[config.mk]
export PLATFORM = sky130hd
export DESIGN_NAME = pinbank_edge_irq
export DESIGN_NICKNAME = d
export VERILOG_FILES = /design/src/rtl/pinbank_pkg.sv /design/src/rtl/pinbank_sync.sv /design/src/rtl/pinbank_edge.sv /design/src/rtl/pinbank_regs.sv /design/src/rtl/pinbank_edge_irq.sv
export SDC_FILE = /design/constraint.sdc
export NUM_CORES = 1
export LEC_CHECK = 0
export BUFFER_PORTS_ARGS = -buffer_cell sky130_fd_sc_hd__buf_2
export CORE_MARGIN = 2
export CORE_UTILIZATION = 30
export DETAILED_ROUTE_END_ITERATION = 12
export HOLD_SLACK_MARGIN = 0.15
export PLACE_DENSITY = 0.58
export SLEW_MARGIN = 40
export SYNTH_ARGS = -nofsm -noshare
export SYNTH_HDL_FRONTEND = slang
export SYNTH_SLANG_ARGS = --single-unit
[constraint.sdc]
create_clock -name clk -period 2 [get_ports clk]
set_input_delay 0.1 -clock clk [delete_from_list [all_inputs] [get_ports clk]]
set_output_delay 0.1 -clock clk [all_outputs]
set_load 0.005 [all_outputs]
[src/rtl/pinbank_pkg.sv]
package pinbank_pkg;
  localparam int ADDR_W = 3;

  localparam logic [ADDR_W-1:0] A_LATCH = 3'd0;
  localparam logic [ADDR_W-1:0] A_DIR   = 3'd1;
  localparam logic [ADDR_W-1:0] A_OPT   = 3'd2;
  localparam logic [ADDR_W-1:0] A_SENSE = 3'd3;
  localparam logic [ADDR_W-1:0] A_PEND  = 3'd4;
  localparam logic [ADDR_W-1:0] A_LEVEL = 3'd5;

  typedef enum logic [1:0] {
    SENSE_LOW  = 2'b00,
    SENSE_RISE = 2'b01,
    SENSE_FALL = 2'b10,
    SENSE_BOTH = 2'b11
  } sense_e;
endpackage

[src/rtl/pinbank_sync.sv]
module pinbank_sync #(
  parameter int W      = 8,
  parameter int STAGES = 2
) (
  input  logic         clk,
  input  logic         rst,
  input  logic [W-1:0] d_i,
  output logic [W-1:0] q_o
);
  logic [W-1:0] stage_q [STAGES];

  always_ff @(posedge clk) begin
    if (rst) begin
      for (int s = 0; s < STAGES; s++) stage_q[s] <= '0;
    end else begin
      stage_q[0] <= d_i;
      for (int s = 1; s < STAGES; s++) stage_q[s] <= stage_q[s-1];
    end
  end

  assign q_o = stage_q[STAGES-1];
endmodule

[src/rtl/pinbank_edge.sv]
module pinbank_edge
  import pinbank_pkg::*;
(
  input  logic   clk,
  input  logic   rst,
  input  logic   arm_i,
  input  logic   level_i,
  input  sense_e sense_i,
  input  logic   clr_i,
  output logic   pend_o
);
  logic det_w;
  logic prev_q;
  logic pend_q;
  logic rise_w, fall_w, hit_w;

  // Disarmed detector input sits at 1 instead of tracking the pad.
  assign det_w  = arm_i ? level_i : 1'b1;
  assign rise_w = det_w & ~prev_q;
  assign fall_w = ~det_w & prev_q;

  always_comb begin
    unique case (sense_i)
      SENSE_LOW:  hit_w = ~det_w;
      SENSE_RISE: hit_w = rise_w;
      SENSE_FALL: hit_w = fall_w;
      default:    hit_w = rise_w | fall_w;
    endcase
  end

  always_ff @(posedge clk) begin
    if (rst) begin
      prev_q <= 1'b1;
      pend_q <= 1'b0;
    end else begin
      prev_q <= det_w;
      pend_q <= (pend_q & ~clr_i) | hit_w;
    end
  end

  assign pend_o = pend_q;

  assert_quiet_disarmed_R6: assert property (@(posedge clk) disable iff (rst)
    (!arm_i && !$past(arm_i) && !pend_q) |=> !pend_q);

  assert_sticky_R11: assert property (@(posedge clk) disable iff (rst)
    (pend_q && !clr_i) |=> pend_q);

  assert_rise_only_R8: assert property (@(posedge clk) disable iff (rst)
    (!pend_q && sense_i == SENSE_RISE && !det_w) |=> !pend_q);
endmodule

[src/rtl/pinbank_regs.sv]
module pinbank_regs
  import pinbank_pkg::*;
#(
  parameter int NPINS = 8
) (
  input  logic              clk,
  input  logic              rst,
  input  logic              bus_wr,
  input  logic              bus_rd,
  input  logic [ADDR_W-1:0] bus_addr,
  input  logic [NPINS-1:0]  bus_wdata,
  input  logic [NPINS-1:0]  level_i,
  input  logic [NPINS-1:0]  pend_i,
  output logic [NPINS-1:0]  arm_o,
  output sense_e            sense_o,
  output logic [NPINS-1:0]  clr_o,
  output logic [NPINS-1:0]  rdata_o,
  output logic              rvalid_o,
  output logic [NPINS-1:0]  pad_out_o,
  output logic [NPINS-1:0]  pad_oe_o
);
  localparam int SENSE_PAD = NPINS - 2;

  logic [NPINS-1:0] latch_q, dir_q, opt_q;
  sense_e           sense_q;
  logic [NPINS-1:0] rd_mux;

  always_ff @(posedge clk) begin
    if (rst) begin
      latch_q <= '0;
      dir_q   <= '0;
      opt_q   <= '0;
      sense_q <= SENSE_LOW;
    end else if (bus_wr) begin
      unique case (bus_addr)
        A_LATCH: latch_q <= bus_wdata;
        A_DIR:   dir_q   <= bus_wdata;
        A_OPT:   opt_q   <= bus_wdata;
        A_SENSE: sense_q <= sense_e'(bus_wdata[1:0]);
        default: ;
      endcase
    end
  end

  assign clr_o   = (bus_wr && bus_addr == A_PEND) ? bus_wdata : '0;
  assign arm_o   = opt_q & ~dir_q;
  assign sense_o = sense_q;

  always_comb begin
    unique case (bus_addr)
      A_LATCH: rd_mux = latch_q;
      A_DIR:   rd_mux = dir_q;
      A_OPT:   rd_mux = opt_q;
      A_SENSE: rd_mux = {{SENSE_PAD{1'b0}}, sense_q};
      A_PEND:  rd_mux = pend_i;
      A_LEVEL: rd_mux = level_i;
      default: rd_mux = '0;
    endcase
  end

  always_ff @(posedge clk) begin
    if (rst) begin
      rdata_o   <= '0;
      rvalid_o  <= 1'b0;
      pad_out_o <= '0;
      pad_oe_o  <= '0;
    end else begin
      rvalid_o  <= bus_rd;
      if (bus_rd) rdata_o <= rd_mux;
      pad_out_o <= latch_q & dir_q;
      pad_oe_o  <= dir_q & (opt_q | ~latch_q);
    end
  end

  assert_input_no_drive_R2: assert property (@(posedge clk) disable iff (rst)
    1'b1 |=> ((pad_oe_o & ~$past(dir_q)) == '0));

  assert_od_release_R5: assert property (@(posedge clk) disable iff (rst)
    1'b1 |=> ((pad_oe_o & $past(latch_q & ~opt_q & dir_q)) == '0));
endmodule

[src/rtl/pinbank_edge_irq.sv]
module pinbank_edge_irq
  import pinbank_pkg::*;
#(
  parameter int NPINS       = 8,
  parameter int SYNC_STAGES = 2
) (
  input  logic              clk,
  input  logic              rst,
  input  logic              bus_wr,
  input  logic              bus_rd,
  input  logic [ADDR_W-1:0] bus_addr,
  input  logic [NPINS-1:0]  bus_wdata,
  output logic [NPINS-1:0]  bus_rdata,
  output logic              bus_rvalid,
  input  logic [NPINS-1:0]  pad_in,
  output logic [NPINS-1:0]  pad_out,
  output logic [NPINS-1:0]  pad_oe,
  output logic              irq
);
  logic [NPINS-1:0] level_w, pend_w, arm_w, clr_w;
  sense_e           sense_w;
  logic             irq_q;

  pinbank_sync #(.W(NPINS), .STAGES(SYNC_STAGES)) sync_i (
    .clk(clk), .rst(rst), .d_i(pad_in), .q_o(level_w)
  );

  pinbank_regs #(.NPINS(NPINS)) regs_i (
    .clk(clk), .rst(rst),
    .bus_wr(bus_wr), .bus_rd(bus_rd), .bus_addr(bus_addr), .bus_wdata(bus_wdata),
    .level_i(level_w), .pend_i(pend_w),
    .arm_o(arm_w), .sense_o(sense_w), .clr_o(clr_w),
    .rdata_o(bus_rdata), .rvalid_o(bus_rvalid),
    .pad_out_o(pad_out), .pad_oe_o(pad_oe)
  );

  for (genvar p = 0; p < NPINS; p++) begin : g_pin
    pinbank_edge edge_i (
      .clk(clk), .rst(rst),
      .arm_i(arm_w[p]), .level_i(level_w[p]), .sense_i(sense_w),
      .clr_i(clr_w[p]), .pend_o(pend_w[p])
    );
  end

  always_ff @(posedge clk) begin
    if (rst) irq_q <= 1'b0;
    else     irq_q <= |pend_w;
  end

  assign irq = irq_q;

  assert_irq_lag_R12: assert property (@(posedge clk) disable iff (rst)
    1'b1 |=> (irq == $past(|pend_w)));
endmodule

After elaboration in Yosys (flattened, before gate mapping)
Memory sizes are Yosys's and may differ from the RTL's. Cells that the tools add are included. Widths: inputs -> output; s select.

Eq/ne operators: 7. Multiplexer cells: 23. Bitwise logic cells: 72. Reductions and logical operators: 8.

Operators by type and width (count): $pmux 8 s6 (1); $and 1x1->1 (24); $and 8x8->8 (3); $mux 8 (3); $not 1->1 (24); $pmux 1 s3 (8); $or 1x1->1 (18); $not 8->8 (2); $mux 1 (11); $or 8x8->8 (1); $reduce_and 2->1 (4); $reduce_or 8->1 (1); $eq 3x2->1 const B (2); $eq 3x3->1 const B (2); $eq 3x1->1 const B (1); $logic_not 3->1 (1); $eq 2x1->1 const B (1); $eq 2x2->1 const B (1); $logic_not 2->1 (1); $logic_and 1x1->1 (1).

Register bits: 68. Memory bits (writable): 16. Input port bits: 23. Output and inout port bits: 26. Logic and storage cells: 136. Memories kept: 1.

Memory list: sync_i.stage_q (depth 2, width 8, rd ports 2, clocked after memory_dff 0, wr ports 2, RTL line pinbank_sync.sv:10) `logic [W-1:0] stage_q [STAGES];`.

Logic depth before layout (Yosys ltp)
Gate-level depths: netlist (run 1).

Word-level depth: 8. Gate-level depth with buffers: 6. Gate-level depth less buffers: 6.

Cells and area by module
Synthesis (run 1) repeated with hierarchy kept, for this count alone.

Cells, all modules: 398. Area, all modules: 3943.8 um^2.

By module, submodules not included: pinbank_regs (instances 1, cells an instance 249, area an instance 2270.9 um^2, sequential area each 1021.0 um^2); pinbank_edge (instances 8, cells an instance 13, area an instance 138.9 um^2, sequential area each 40.0 um^2); pinbank_sync (instances 1, cells an instance 41, area an instance 524.3 um^2, sequential area each 320.3 um^2); pinbank_edge_irq (instances 1, cells an instance 4, area an instance 37.5 um^2, sequential area each 20.0 um^2).

Worst setup path before layout (run 1)
No wires, ideal clock.

Kind: flip-flop to flip-flop. Start: register regs_i.opt_q[0]. End: register g_pin[0].edge_i.pend_q. Setup time: 132 ps. Arrival: 1449 ps. Required time: 1868 ps. Path slack: 419 ps. Cell stages (with the launch flop): 7. Path buffers: 0. Clock period less this slack: 1581 ps. Cells stage by stage: dfxtp_1 nor3b_1 inv_1 ha_1 mux2i_1 a222oi_1 o21ai_0.

Word-level cells in the longest chain between the ends: 7. Elaborated cells on any way between the ends: 8. Those cells by class: mux: 2; bitwise: 6.

RTL lines: start, declared (RTL line pinbank_regs.sv:24) `logic [NPINS-1:0] latch_q, dir_q, opt_q;`; start signal, assigned (RTL line pinbank_regs.sv:38) `A_OPT: opt_q <= bus_wdata;`; $and 8x8->8 * (RTL line pinbank_regs.sv:46) `assign arm_o = opt_q & ~dir_q;`; $mux 1 * (RTL line pinbank_edge.sv:18) `assign det_w = arm_i ? level_i : 1'b1;`; via g_pin[0].edge_i.det_w (RTL line pinbank_edge.sv:12) `logic det_w;`; $not 1->1 (RTL line pinbank_edge.sv:20, pinbank_edge.sv:24); $and 1x1->1 (RTL line pinbank_edge.sv:20) `assign fall_w = ~det_w & prev_q;`; $or 1x1->1 (RTL line pinbank_edge.sv:27) `default: hit_w = rise_w | fall_w;`; $pmux 1 s3 * (RTL line pinbank_edge.sv:23) `unique case (sense_i)`; $or 1x1->1 * (RTL line pinbank_edge.sv:37) `pend_q <= (pend_q & ~clr_i) | hit_w;`; end signal, assigned (RTL line pinbank_edge.sv:37); end, declared (RTL line pinbank_edge.sv:14) `logic pend_q;`.

Mark *: on every way through the listed nets, which the timed path passes. The rest lies on a longest branch. A chain may end at the register's enable or synchronous reset.

Worst setup path in the final report (run 1)
Start: register regs_i.opt_q[2]. End: register g_pin[2].edge_i.pend_q.

Word-level cells in the longest chain between the ends: 7. Elaborated cells on any way between the ends: 8. Those cells by class: mux: 2; bitwise: 6.

RTL lines (RTL line): $and 8x8->8 * (pinbank_regs.sv:46); $mux 1 * (pinbank_edge.sv:18); $not 1->1 (pinbank_edge.sv:20, pinbank_edge.sv:24); $and 1x1->1 (pinbank_edge.sv:20); $or 1x1->1 (pinbank_edge.sv:27); $pmux 1 s3 * (pinbank_edge.sv:23); $or 1x1->1 * (pinbank_edge.sv:37); end signal, assigned (pinbank_edge.sv:37); end, declared (pinbank_edge.sv:14).

Every way passes the cells marked *; elsewhere a longest branch is shown, timed or not.

==> results of run 1 <==
[critical path: stages, from the launching register on]
cell and delay (ps):
dfxtp_1 360, nor3b_1 530, ha_1 210, mux2i_1 80
a222oi_1 370, o21ai_1 100
[final timing paths]
check,from,endpoint,cells after the start
worst max-delay path,regs_i.opt_q[2],g_pin[2].edge_i.pend_o,5
worst min-delay path,bus_rd,regs_i.rdata_o[1],3
worst max register to register,regs_i.opt_q[2],g_pin[2].edge_i.pend_o,5
worst min register to register,sync_i.stage_q[0][7],sync_i.stage_q[0][15],1
[cells by family (layout without fill, tap and decap cells)]
| group | count (synthesis) | in the layout | synth area share, % |
|---|---|---|---|
| flops | 84 | 84 | 46.39 |
| compound gates | 69 | 69 | 11.67 |
| buf+inv | 47 | 121 | 5.799 |
| simple gates | 171 | 171 | 24.99 |
| mux | 20 | 20 | 5.626 |
| fa+ha+maj | 16 | 16 | 5.523 |
[power by group]
part	switching, mW	internal, mW	leakage [nW]	total [mW]
registers	0.0259	1.71	0.683	1.74
logic	0.153	0.120	1.08	0.273
clock network	0.675	1.13	0.162	1.80
total	0.854	2.96	1.93	3.81
[area by class of cell]
cell class                      instances  area, um2  area share [%]
Multi-Input combinational cell        276       1733           38.06
Sequential cell                        84       1682           36.93
Timing Repair Buffer                   81      538.0           11.82
Clock buffer                           10      239.0           5.249
Tap cell                              147      183.9           4.040
Inverter                               24      90.09           1.979
Clock inverter                          6      87.58           1.924
[registers in the layout (all words and copies together) (netlist names), 8 cells and up]
register / count
regs_i.pad_oe_o: 8
regs_i.pad_out_o: 8
regs_i.opt_q: 8
regs_i.latch_q: 8
sync_i.stage_q: 16
regs_i.dir_q: 8
regs_i.rdata_o: 8
g_pin.edge_i.prev_q: 8
g_pin.edge_i.pend_o: 8
[cells in the final DEF (no fill, tap or decap), drive strengths merged, types with 4 or more instances in the layout]
master / count
clkinv: 4
a222oi: 8
clkbuf: 10
o21ai: 17
ha: 16
a21oi: 31
nor2: 9
dlygate4sd3: 20
inv: 24
and3: 17
nand2b: 13
dfxtp: 84
mux2i: 17
nor2b: 20
nor3b: 10
nand2: 82
nand3b: 8
buf: 61
[per-stage QoR]
step / worst slack, ps / std cells / total power, mW / util [%] / hold slack, ps
2_1_floorplan: 419.5 / 407 / 1.917 / - / 186.6
4_1_cts: 240.8 / 628 / 3.857 / 38.22 / 176.5
5_1_grt: 128.2 / 628 / 3.954 / 38.22 / 195.6
3_3_place_gp: 353.4 / 592 / 2.013 / 33.80 / 318.7
6_report: 230.4 / 628 / 3.814 / 38.22 / 187.8
3_5_place_dp: 297.2 / 592 / 2.018 / 33.80 / 313.5
[layer usage]
metal	share of wire [%]	vias up	wire (um)	track usage, %
met5	0	-	0	0
met4	1.1	0	104	5.610
met3	7.7	8	740	3.773
met2	44	120	4224	22.42
met1	47	1417	4487	21.25
li1	-	1515	-	-
==> flow_summary_export.csv, run 1 <==
group,metric,value,unit
clock_tree,worstSkewPairLatency,340,ps
critical_path,cp.required,2220,ps
route,wl_per_cell,15.22,um
synthesis,synthesis.nets,446,
floorplanning,initial_core_util,30.43,%
layout,drive_gt1_share,17.46,%
synthesis,synth_seq_area_share,46.39,%
route,dr_total_vias,3060,
floorplanning,dieArea,0.01298,mm2
flow_run,maxCapViolCount,0,
critical_path,rrSetupSlack,230,ps
layout,insertedDiodeCount,0,
power_and_ir_drop,p_leak,1.929,nW
layout,area_growth,25.61,%
placement,io_buffers,48,
clock_tree,clockBufferDepth,2,
route,drt-pass1-iter-count,5,
clock_tree,cts_hold_buf,20,
timing,maxSlewHeadroom,56.54,%
floorplanning,fp.dieW,113.9,um
critical_path,cp-end-kind,"flip-flop",
critical_path,cp-start-kind,"flip-flop",
synthesis,synth_flop_cell,"dfxtp_1",
timing,fin_crit,1770,ps
critical_path,crit_fanout,4,
synthesis,synth_commonest_cells,"84 x dfxtp_1, 82 x nand2_1, 31 x a21oi_1",
floorplanning,core-area,0.01191,mm2
route,drc,0,
placement,hpwlAfterDp,6672,um
power_and_ir_drop,ir_worst_vdd,315.0,uV
synthesis,yosysWarningCount,0,
clock_tree,h-tree-depth,3,
timing,fmax,0.5651,GHz
route,routed_wl,9557,um
timing,setup_violations,0,
layout,fillers,1224,
floorplanning,num_rows,40,
route,ant_nets,0,
clock_tree,cts_resized,0,
global_routing,antenna_found_initial,0,
power_and_ir_drop,power_density,837.6,mW/mm2
clock_tree,cts_buffers,9,
synthesis,netlist_area,0.003625,mm2
timing,period_share,88.48,%
route,drt_iter0_markers,331,
synthesis,ys_types,38,
placement,gp_congestion,0.8597,
global_routing,grt_pass1_wl,15200,um
critical_path,worstPathArrival,1990,ps
timing,slew_violations,0,
layout,stdcell_area,0.004553,mm2
synthesis,async_reset_ff_share,0,%
timing,rsz0062_at_grt,"false",
global_routing,grt_overflow,0,
synthesis,ys_ff_latch,84,
synthesis,synth.area.top_cells,"dfxtp_1 46%, nand2_1 8.5%, ha_1 5.5%",
synthesis,syn_inst,407,
critical_path,critPathKind,"flip-flop to flip-flop",
clock_tree,clk_pin_slew,60,ps
run_status,status,"completed",
hold_path,min_path_type,"input port to flip-flop",
synthesis,synth_top_area_share,46.39,%
global_routing,grt_use_total,15.13,%
floorplanning,dieHeight,113.9,um
timing,fin_skew,6.373,ps
route,vias_per_cell,4.873,
synthesis,yosysMostFrequentCell,"dfxtp_1",
placement,place_area,0.004026,mm2
global_routing,grt_max_degree,25,
synthesis,synth-edff-count,0,
timing,tns,0,ps
timing,hold_viol,0,
global_routing,grt_pass1_vias,2852,
synthesis,yosysTopAreaCell,"dfxtp_1",
clock_tree,cts_setup_buffers,0,
floorplanning,num_io_pins,49,
timing,tightest_slew,649.2,ps
layout,nets,515,
clock_tree,cts_tree,"done",
synthesis,avgSynthCellArea,8.906,um2
clock_tree,root_buffer,"clkbuf_16",
clock_tree,cts.sinks,84,
Power figures use the tool's default switching activity.
==> inputs of run 2 (changes only) <==
SYNTH_HIERARCHICAL = 1   (was not set)
==> run 2 against run 1 <==
Effect of this change: register-to-register slack better by 110 ps; combinational power is 4% higher; via count is 6.4% lower; wire length is 7.4% lower; synthesized cell count is 2.2% lower; first-iteration DRC count is 60% lower; cell area is 5.1% higher; clock skew is 2.4 ps higher; sequential power hardly changed; critical path depth stayed put; cell count is 0.80% higher; critical path type unchanged.
==> flow_summary_export.csv, run 2 <==
group,metric,value,unit
route,drt-pass1-iter-count,5,
route,ant_nets,0,
timing,tightest_slew,607.6,ps
power_and_ir_drop,p_leak,1.946,nW
synthesis,synth_flop_cell,"dfxtp_1",
hold_path,min_path_type,"input port to flip-flop",
clock_tree,cts.sinks,84,
power_and_ir_drop,p_switching,0.8624,mW
clock_tree,cts_buffers,9,
clock_tree,clk_pin_slew,70,ps
layout,final_cells,633,
floorplanning,core-area,0.01272,mm2
layout,layout_common_cells,"84 x dfxtp_1, 48 x buf_2, 32 x nand2_1, 24 x inv_1",
synthesis,ys_types,45,
clock_tree,cts_setup_buffers,0,
timing,setup_violations,0,
placement,hpwlAfterDp,6162,um
power_and_ir_drop,combinationalPowerShare,7.6,%
layout,layout_commonest_cell,"dfxtp_1",
global_routing,grt_max_degree,83,
synthesis,syn_inst,398,
synthesis,synth_seq_area_share,42.64,%
critical_path,cp.required,2280,ps
synthesis,yosysMostFrequentCell,"dfxtp_1",
route,wl_per_cell,13.98,um
timing,fin_crit,1662,ps
route,drc,0,
timing,hold_viol,0,
run_status,status,"completed",
critical_path,cp-end-kind,"flip-flop",
synthesis,netlist_area,0.003944,mm2
global_routing,grt_pass1_vias,2782,
floorplanning,num_io_pins,49,
floorplanning,dieArea,0.01408,mm2
synthesis,synth.area.top_cells,"dfxtp_1 43%, mux2i_1 5.3%, ha_1 5.1%",
synthesis,yosysTopAreaCell,"dfxtp_1",
timing,period_share,83.08,%
synthesis,synth_commonest_cells,"84 x dfxtp_1, 32 x nand2_1, 24 x inv_1",
global_routing,grt_pass1_wl,14680,um
timing,maxSlewHeadroom,59.44,%
critical_path,critPathKind,"flip-flop to flip-flop",
critical_path,path_cells,"nor2b_1 > nor2b_4 > ha_1 > mux4_2 > a21oi_2",
synthesis,synth-edff-count,0,
synthesis,async_reset_ff_share,0,%
power_and_ir_drop,p_clk_share,45.2,%
critical_path,cp_slowest_stage_delay,480,ps
global_routing,antenna_found_initial,1,
timing,fmax,0.6018,GHz
flow_run,maxCapViolCount,0,
power_and_ir_drop,p_int,2.851,mW
synthesis,avgSynthCellArea,9.909,um2
layout,nets,495,
synthesis,synthesis.nets,437,
clock_tree,worstSkewPairLatency,340,ps
timing,rsz0062_at_grt,"false",
timing,worst_hold_slack,202.4,ps
placement,io_buffers,48,
clock_tree,cts_resized,0,
critical_path,crit_fanout,4,
layout,drive_gt1_share,27.77,%
power_and_ir_drop,swShare,23.23,%
floorplanning,num_rows,41,
synthesis,synth_top_area_share,42.64,%
layout,insertedDiodeCount,0,
clock_tree,cts_tree,"done",
route,vias_per_cell,4.524,
floorplanning,dieHeight,118.7,um
clock_tree,root_buffer,"clkbuf_16",
floorplanning,initial_core_util,31.00,%
placement,gp_congestion,0.8043,
global_routing,grt_overflow,0,
layout,area_growth,21.29,%
layout,largest_reg_flops,16,
power_and_ir_drop,ir_worst_vdd,373.6,uV
clock_tree,clockBufferDepth,2,
synthesis,ys_ff_latch,84,
critical_path,worstPathArrival,1940,ps
timing,fin_skew,8.790,ps
timing,slew_violations,0,
global_routing,grt_use_total,13.53,%
route,drt_iter0_markers,133,
timing,tns,0,ps
layout,regMostFlops,"sync_i/stage_q",
clock_tree,h-tree-depth,3,
critical_path,slowest_stage,"mux4_2",
placement,place_inst,601,
synthesis,yosysWarningCount,6,
floorplanning,fp.dieW,118.7,um
power_and_ir_drop,power_density,776.3,mW/mm2
power_and_ir_drop,power_frac_seq,47.1,%
critical_path,cp-start-kind,"flip-flop",
route,dr_total_vias,2864,
route,routed_wl,8847,um
## run 2: cell types whose count changed after synthesis, sizes merged, moves of 6 or more
cell	previous run	this run
and2b	0	6
a222oi	8	0
or2b	0	8
and3	17	1
inv	24	32
nor2b	20	36
o21ai	17	10
nand3b	8	0
mux4	0	8
nor2	9	20
and2	1	8
and3b	0	8
nand2	82	32
## run 2: timing repair
action | 4_1_cts | 5_1_grt
hold buffers | 16 | 0
hold endpoints to repair | 34 | 0
endpoints found under the setup margin | 0 | 0
## run 2: layout make-up
type | count | area (um2)
repair buffers | 71 | 465.4
fillers | 1317 | 7939
well taps | 172 | 215.2
inverters | 32 | 120.1
clock inverters | 6 | 63.81
multi-input cells | 258 | 1998
flip-flops and latches | 84 | 1682
clock buffers | 10 | 239.0
## run 2: power groups by stage
stage          clock network (mW)  registers [mW]  logic, mW
2_1_floorplan                   0            1.78      0.179
3_3_place_gp                    0            1.79      0.258
3_5_place_dp                    0            1.79      0.261
4_1_cts                      1.74            1.75      0.286
5_1_grt                      1.82            1.75      0.315
6_report                     1.68            1.75      0.283
## run 2: cells by family (layout without fill, tap and decap cells)
logic type               after synthesis  after routing  share of synthesized area [%]
buffers and inverters                 56            119                          6.694
AO/OA/AOI/OAI                         54             54                          8.757
multiplexers                          33             33                          11.04
flip-flops                            84             84                          42.64
adder cells (fa/ha/maj)               16             16                          5.076
AND/OR/NAND/NOR                      155            155                          25.79
## run 2: metrics by stage
stage / instance area (um2) / power (mW) / util, % / setup WS, ps
global placement: 4320 / 2.044 / 33.96 / 402.9
detailed placement: 4320 / 2.048 / 33.96 / 364.6
global route: 4783 / 3.886 / 37.60 / 249.2
CTS: 4783 / 3.776 / 37.60 / 342.5
finish: 4783 / 3.713 / 37.60 / 338.4
floorplan: 3944 / 1.954 / - / 497.5
## run 2: critical path, delay by kind of cell (launching register included)
kind,cells,cell delay [ps]
flops,1,380
compound gates,1,130
mux,1,480
fa+ha+maj,1,240
simple gates,2,360
## run 2: path summary, 6_finish.rpt
kind	startpoint	end	slack, ps	cells past startpoint
max	regs_i/opt_q[0]	g_pin[0].edge_i/pend_o	340	5
min	bus_rd	regs_i/rvalid_o	200	2
max reg2reg	regs_i/opt_q[0]	g_pin[0].edge_i/pend_o	340	5
min reg2reg	sync_i/stage_q[0][4]	sync_i/stage_q[0][12]	450	1
## run 2: per-layer routing
layer	share of wire [%]	global-route usage, %
met4	2.3	7.068
met2	45	20.76
met5	0.079	0
met1	48	17.56
met3	5.2	3.234
